===== config.mk =====
export PLATFORM = sky130hd
export DESIGN_NAME = ll_reserve_unit
export DESIGN_NICKNAME = d
export VERILOG_FILES = /design/src/rtl/llr_pkg.sv /design/src/rtl/llr_align_chk.sv /design/src/rtl/llr_extend.sv /design/src/rtl/llr_rsv_bank.sv /design/src/rtl/llr_ctrl.sv /design/src/rtl/ll_reserve_unit.sv
export SDC_FILE = /design/constraint.sdc
export NUM_CORES = 1
export LEC_CHECK = 0
export BUFFER_PORTS_ARGS = -buffer_cell sky130_fd_sc_hd__buf_4
export CAP_MARGIN = 20
export CORE_AREA = 5 5 220 222
export CTS_CLUSTER_DIAMETER = 60
export DETAILED_ROUTE_END_ITERATION = 12
export DIE_AREA = 0 0 225 227
export GPL_ROUTABILITY_DRIVEN = 0
export PLACE_DENSITY = 0.6
export SLEW_MARGIN = 10
export SYNTH_ARGS = -nofsm -noshare
export SYNTH_HDL_FRONTEND = slang
export SYNTH_SLANG_ARGS = --single-unit

===== constraint.sdc =====
create_clock -name clk -period 1.4 [get_ports clk]
set_clock_uncertainty 0.2 [all_clocks]
set_input_delay 0.07 -clock clk [delete_from_list [all_inputs] [get_ports clk]]
set_output_delay 0.07 -clock clk [all_outputs]
set_load 0.01 [all_outputs]

===== src/rtl/llr_pkg.sv =====
package llr_pkg;

   typedef enum logic [1:0] {
      ST_IDLE  = 2'd0,
      ST_ISSUE = 2'd1,
      ST_WAIT  = 2'd2
   } llr_state_e;

   function automatic int unsigned llr_log2_bytes(input int unsigned bits);
      return $clog2(bits / 8);
   endfunction

endpackage


===== src/rtl/llr_align_chk.sv =====
module llr_align_chk #(
   parameter int unsigned WORD_W = 32,
   parameter int unsigned XLEN   = 64,
   localparam int unsigned W_LSB  = llr_pkg::llr_log2_bytes(WORD_W),
   localparam int unsigned DW_LSB = llr_pkg::llr_log2_bytes(XLEN)
) (
   input  logic [DW_LSB-1:0] va_low,
   input  logic              is_dword,
   output logic              misaligned
);

   logic word_bad;
   logic dword_bad;

   generate
      if (W_LSB == 0) begin : g_word_byte
         assign word_bad = 1'b0;
      end else begin : g_word_mask
         assign word_bad = |va_low[W_LSB-1:0];
      end
   endgenerate

   assign dword_bad  = |va_low;
   assign misaligned = is_dword ? dword_bad : word_bad;

endmodule


===== src/rtl/llr_extend.sv =====
module llr_extend #(
   parameter int unsigned WORD_W = 32,
   parameter int unsigned XLEN   = 64
) (
   input  logic [XLEN-1:0] raw,
   input  logic            is_dword,
   output logic [XLEN-1:0] value
);

   localparam int unsigned EXT_W = XLEN - WORD_W;

   logic [XLEN-1:0] word_ext;

   generate
      if (EXT_W == 0) begin : g_no_ext
         assign word_ext = raw;
      end else begin : g_sign_ext
         assign word_ext = {{EXT_W{raw[WORD_W-1]}}, raw[WORD_W-1:0]};
      end
   endgenerate

   assign value = is_dword ? raw : word_ext;

endmodule


===== src/rtl/llr_rsv_bank.sv =====
module llr_rsv_bank #(
   parameter int unsigned VA_W = 64,
   parameter int unsigned PA_W = 36,
   parameter int unsigned XLEN = 64
) (
   input  logic            clk,
   input  logic            rst_n,
   input  logic            capture,
   input  logic [PA_W-1:0] cap_paddr,
   input  logic [VA_W-1:0] cap_vaddr,
   input  logic [XLEN-1:0] cap_value,
   output logic            rsv_valid,
   output logic [PA_W-1:0] rsv_paddr,
   output logic [VA_W-1:0] rsv_vaddr,
   output logic [XLEN-1:0] rsv_value
);

   always_ff @(posedge clk) begin
      if (!rst_n) begin
         rsv_valid <= 1'b0;
         rsv_paddr <= '0;
         rsv_vaddr <= '0;
         rsv_value <= '0;
      end else if (capture) begin
         rsv_valid <= 1'b1;
         rsv_paddr <= cap_paddr;
         rsv_vaddr <= cap_vaddr;
         rsv_value <= cap_value;
      end
   end

endmodule


===== src/rtl/llr_ctrl.sv =====
module llr_ctrl
   import llr_pkg::*;
#(
   parameter int unsigned VA_W = 64,
   parameter int unsigned PA_W = 36
) (
   input  logic            clk,
   input  logic            rst_n,
   input  logic            req_valid,
   output logic            req_ready,
   input  logic [VA_W-1:0] req_vaddr,
   input  logic            req_dword,
   input  logic            req_debug,
   input  logic            misaligned,
   input  logic [PA_W-1:0] xlat_paddr,
   output logic            mem_req_valid,
   input  logic            mem_req_ready,
   output logic [PA_W-1:0] mem_req_addr,
   output logic            mem_req_dword,
   input  logic            mem_rsp_valid,
   output logic            capture,
   output logic [VA_W-1:0] cap_vaddr,
   output logic            cap_dword,
   output logic            done,
   output logic            exc_adel,
   output logic [VA_W-1:0] bad_vaddr
);

   llr_state_e      state_q;
   logic [VA_W-1:0] vaddr_q;
   logic [PA_W-1:0] paddr_q;
   logic            dword_q;
   logic            done_q;
   logic            exc_q;
   logic [VA_W-1:0] badv_q;

   always_ff @(posedge clk) begin
      if (!rst_n) begin
         state_q <= ST_IDLE;
         vaddr_q <= '0;
         paddr_q <= '0;
         dword_q <= 1'b0;
         done_q  <= 1'b0;
         exc_q   <= 1'b0;
         badv_q  <= '0;
      end else begin
         done_q <= 1'b0;
         exc_q  <= 1'b0;
         case (state_q)
            ST_IDLE: begin
               if (req_valid) begin
                  if (misaligned) begin
                     exc_q <= 1'b1;
                     if (!req_debug) begin
                        badv_q <= req_vaddr;
                     end
                  end else begin
                     vaddr_q <= req_vaddr;
                     paddr_q <= xlat_paddr;
                     dword_q <= req_dword;
                     state_q <= ST_ISSUE;
                  end
               end
            end
            ST_ISSUE: begin
               if (mem_req_ready) begin
                  state_q <= ST_WAIT;
               end
            end
            ST_WAIT: begin
               if (mem_rsp_valid) begin
                  done_q  <= 1'b1;
                  state_q <= ST_IDLE;
               end
            end
            default: state_q <= ST_IDLE;
         endcase
      end
   end

   assign req_ready     = (state_q == ST_IDLE);
   assign mem_req_valid = (state_q == ST_ISSUE);
   assign mem_req_addr  = paddr_q;
   assign mem_req_dword = dword_q;
   assign capture       = (state_q == ST_WAIT) && mem_rsp_valid;
   assign cap_vaddr     = vaddr_q;
   assign cap_dword     = dword_q;
   assign done          = done_q;
   assign exc_adel      = exc_q;
   assign bad_vaddr     = badv_q;

endmodule


===== src/rtl/ll_reserve_unit.sv =====
module ll_reserve_unit #(
   parameter int unsigned VA_W   = 64,
   parameter int unsigned PA_W   = 36,
   parameter int unsigned XLEN   = 64,
   parameter int unsigned WORD_W = 32
) (
   input  logic            clk,
   input  logic            rst_n,
   input  logic            req_valid,
   output logic            req_ready,
   input  logic [VA_W-1:0] req_vaddr,
   input  logic            req_dword,
   input  logic            req_debug,
   output logic [VA_W-1:0] xlat_vaddr,
   input  logic [PA_W-1:0] xlat_paddr,
   output logic            mem_req_valid,
   input  logic            mem_req_ready,
   output logic [PA_W-1:0] mem_req_addr,
   output logic            mem_req_dword,
   input  logic            mem_rsp_valid,
   input  logic [XLEN-1:0] mem_rsp_data,
   output logic            done,
   output logic [XLEN-1:0] ll_result,
   output logic            exc_adel,
   output logic [VA_W-1:0] bad_vaddr,
   output logic            rsv_valid,
   output logic [PA_W-1:0] rsv_paddr,
   output logic [VA_W-1:0] rsv_vaddr,
   output logic [XLEN-1:0] rsv_value
);

   localparam int unsigned DW_LSB = llr_pkg::llr_log2_bytes(XLEN);

   generate
      if (XLEN != 2 * WORD_W) begin : g_bad_ratio
         $error("ll_reserve_unit: XLEN must be twice WORD_W");
      end
      if ((WORD_W < 8) || ((WORD_W & (WORD_W - 1)) != 0)) begin : g_bad_word
         $error("ll_reserve_unit: WORD_W must be a power of two of at least 8");
      end
      if (VA_W < DW_LSB + 1) begin : g_bad_va
         $error("ll_reserve_unit: VA_W too narrow");
      end
   endgenerate

   logic            misaligned;
   logic            capture;
   logic [VA_W-1:0] cap_vaddr;
   logic            cap_dword;
   logic [XLEN-1:0] ext_value;

   assign xlat_vaddr = req_vaddr;

   llr_align_chk #(
      .WORD_W (WORD_W),
      .XLEN   (XLEN)
   ) u_align (
      .va_low     (req_vaddr[DW_LSB-1:0]),
      .is_dword   (req_dword),
      .misaligned (misaligned)
   );

   llr_ctrl #(
      .VA_W (VA_W),
      .PA_W (PA_W)
   ) u_ctrl (
      .clk           (clk),
      .rst_n         (rst_n),
      .req_valid     (req_valid),
      .req_ready     (req_ready),
      .req_vaddr     (req_vaddr),
      .req_dword     (req_dword),
      .req_debug     (req_debug),
      .misaligned    (misaligned),
      .xlat_paddr    (xlat_paddr),
      .mem_req_valid (mem_req_valid),
      .mem_req_ready (mem_req_ready),
      .mem_req_addr  (mem_req_addr),
      .mem_req_dword (mem_req_dword),
      .mem_rsp_valid (mem_rsp_valid),
      .capture       (capture),
      .cap_vaddr     (cap_vaddr),
      .cap_dword     (cap_dword),
      .done          (done),
      .exc_adel      (exc_adel),
      .bad_vaddr     (bad_vaddr)
   );

   llr_extend #(
      .WORD_W (WORD_W),
      .XLEN   (XLEN)
   ) u_extend (
      .raw      (mem_rsp_data),
      .is_dword (cap_dword),
      .value    (ext_value)
   );

   llr_rsv_bank #(
      .VA_W (VA_W),
      .PA_W (PA_W),
      .XLEN (XLEN)
   ) u_rsv (
      .clk       (clk),
      .rst_n     (rst_n),
      .capture   (capture),
      .cap_paddr (mem_req_addr),
      .cap_vaddr (cap_vaddr),
      .cap_value (ext_value),
      .rsv_valid (rsv_valid),
      .rsv_paddr (rsv_paddr),
      .rsv_vaddr (rsv_vaddr),
      .rsv_value (rsv_value)
   );

   assign ll_result = rsv_value;

endmodule


==> qor.txt <==
R2r setup slk: -0.25 ns
Register Area: 0.00672 mm²
Most frequent cells in the layout: buf_4 (587), nand2_1 (472), dfxtp_1 (311), dlygate4sd3_1 (202), mux2i_1 (158)
First-pass iteration count of the detailed router: 6
Yosys warning total: 0
Status: complete, but fails checks
Core Area: 0.0462 mm²
Post-layout util: 0.515
Worst EP required: 1.65 ns
Vias per cell: 4.59
Failing checks: negative setup slack
Drt drc: 0
Crit share post-route: 1.18
Die Ht: 227 µm
Placed cell areas: 0.0178 mm²
Critical path startpoint: u_ctrl.state_q[1]$_SDFFE_PN0P_
Worst Tran Pin Value: 0.395 ns
Mapped Area: 0.0136 mm²
Clock-pin slew on the worst setup and hold paths: 0.06 ns
Commonest non-fill, non-tap cell in the layout: buf_4
Die Span X: 225 µm
Clk sinks: 334
Max-Cap Viols: 0
Pre-CTS WS: -0.227 ns
Initial Util: 0.294
Crit path to: u_rsv.rsv_value[10]$_SDFFE_PN0P_
Row cnt: 79
Post-Route WL: 56.2 mm
Critical Path End Type: register
Kind of critical path: register to register
CTS tree: done
# placed instances: 2,504
Final nets: 2,391
FF-to-FF End: u_rsv.rsv_value[10]$_SDFFE_PN0P_
Worst path slowest cell: dfxtp_2
Die ar.: 0.0511 mm²
Max VDD drop: 0.000857 V
Root Driver: clkbuf_16
Initial detailed-routing violation count: 523
Worst path depth: 7
Critical Path Start Type: register
Crit-path max cell delay: 0.34 ns
PD cells: 978 mW/mm²
Worst path cell trace: buf_6 > nand3b_1 > buf_6 > buf_12 > clkbuf_16 > nand2_1 > a21boi_1
Synth cell types: 27
Mapped Avg Cell Area: 9.00 µm²
Max frequency: 0.605 GHz
Routed length per placed instance: 19.7 µm
Synthesized Nets: 1,682
Vias: 13,100
Fill cell count: 3,962
Global route overflow: 0
DRT antenna net count: 0
Leakage power: 0.0109 µW
Seq/Total Area, Yosys: 0.492
Post-route insts no fill: 2,855
# port buffers: 568
Hold path start: rst_n
Final Setup Violations: 334
RSZ-0062 raised after global routing: true
Initial antenna violation count: 0
Worst-case clock buffer depth: 3
Largest net degree at the start of global routing: 64
Fin crit period: 1.65 ns
Fin. Hold Viols: 0
Most common cell on crit path: buf_6
Layout cell share with drive strength beyond 1: 0.421
Relative slew slack: 0.736
Max-slew violations: 0
Setup WS post-layout: -0.254 ns
ANT cells: 0
DP Wirelength: 34.3 mm
Worst r2r src: u_ctrl.state_q[1]$_SDFFE_PN0P_
Area growth, synth to finish: 74.9%
IO Count: 569
Synthesized instance count: 1,511
Crit path max fanout: 10
Critical Path AT: 1.91 ns
Buf+Inv Stages, Crit Path: 4
Worst min path class: input pin to register
Htree depth: 2
Total GRT Usage: 0.195
Clk_lat worst skew: 0.54 ns
Footprint of the multi-input gates: 0.00614 mm²
Crit path max-delay family: buffers and inverters
Reg2Reg Depth: 7
Cts bufs inserted: 40
Number of global-route vias before repair: 13,100
First-pass GRT wire length: 77.8 mm
Fin area: 0.0238 mm²
Flops & latches, synth: 334
==> cells by family (layout without fill, tap and decap cells) <==
kind of cell | after synthesis | count (layout) | share of synthesized area
AO/OA/AOI/OAI | 168 | 168 | 0.0930
buffers and inverters | 239 | 976 | 0.113
flip-flops | 334 | 334 | 0.492
multiplexers | 163 | 163 | 0.120
AND/OR/NAND/NOR | 607 | 607 | 0.182
==> flip-flops by register name, indices dropped and copies added, names as in the netlist <==
signal and cells:
u_rsv.rsv_vaddr 64, u_ctrl.bad_vaddr 64, u_ctrl.exc_adel 1, u_ctrl.cap_vaddr 64, u_ctrl.mem_req_addr 36, u_rsv.rsv_valid 1
u_rsv.rsv_paddr 36, u_ctrl.done 1, u_ctrl.cap_dword 1, u_ctrl.state_q 2, u_rsv.rsv_value 64
==> power by group <==
group	internal [µW]	switching [µW]	total (µW)
logic	1630	1220	2850
registers	9700	131	9840
clock network	6420	4130	10600
==> per-layer routing <==
metal  part of all wire  wire length, µm  vias to the layer above  track usage
met5                  0                0                        -            0
met4              0.045             2520                        0       0.0962
met3              0.074             4180                      102       0.0525
met2               0.50            28000                      483        0.342
met1               0.38            21400                     6306        0.220
li1                   -                -                     6225            -
==> per-stage QoR <==
stage          hold slack [ns]  total power, µW  TNS (ns)
2_1_floorplan          0.00127            11000     -1.31
3_3_place_gp             0.117            12000    -35.79
3_5_place_dp             0.125            12000    -49.98
4_1_cts                 -0.122            23300    -50.94
5_1_grt                 0.0408            24000    -69.94
6_report                0.0531            23200    -52.50
==> how the worst min path moves through the flow <==
stage	end	slack, ns	cells past startpoint
6_report	u_ctrl.mem_req_addr[21]$_SDFFE_PN0P_	0.05	6
3_5_place_dp	u_rsv.rsv_value[7]$_SDFFE_PN0P_	0.12	3
5_1_grt	u_rsv.rsv_paddr[19]$_SDFFE_PN0P_	0.04	5
3_3_place_gp	u_rsv.rsv_value[9]$_SDFFE_PN0P_	0.12	3
2_1_floorplan	u_ctrl.cap_dword$_SDFFE_PN0P_	0.001	2
4_1_cts	u_ctrl.exc_adel$_SDFF_PN0_	-0.12	4
==> cells in the mapped netlist <==
cell type / count / area, µm²
and4b_1: 1 / 10.0
or3b_2: 1 / 8.76
nor2_2: 1 / 6.26
clkbuf_1: 55 / 206
a211oi_2: 1 / 12.5
mux2i_1: 163 / 1630
and3b_1: 1 / 8.76
nand3b_1: 1 / 7.51
nor3b_2: 6 / 75.1
nor2_1: 32 / 120
a211oi_1: 32 / 240
nor3b_1: 26 / 195
buf_6: 14 / 158
buf_4: 132 / 991
nand4bb_1: 1 / 11.3
and2_1: 1 / 6.26
and3_1: 2 / 12.5
nand3_1: 1 / 5.00
nor2b_1: 2 / 12.5
buf_1: 7 / 26.3
o21a_1: 1 / 7.51
a21boi_1: 133 / 998
nand2_1: 530 / 1990
buf_2: 31 / 155
nand2b_1: 1 / 6.26
a21oi_1: 1 / 5.00
dfxtp_1: 334 / 6690
==> timing repair <==
action / 4_1_cts / 5_1_grt
pin swaps: 47 / 77
resized for setup: 141 / 174
buffers inserted: 26 / 15
endpoints found under the hold margin: 308 / 2
setup endpoints to repair: 349 / 370
hold buffers: 203 / 2
gates cloned: 29 / 21
==> final cells by class <==
cell class | count | share of cell area
clock inverter | 12 | 0.00653
sequential | 334 | 0.283
timing repair buffer | 906 | 0.371
tap | 607 | 0.0320
multi-input combinational | 938 | 0.258
clock buffer | 58 | 0.0496
==> tightest hold or removal path: stages <==
cell	delay (ns)
buf_8	0.11
buf_12	0.12
buf_12	0.14
buf_12	0.17
nand2_1	0.07
mux2i_1	0.05
(Power assumes the default switching activity.)
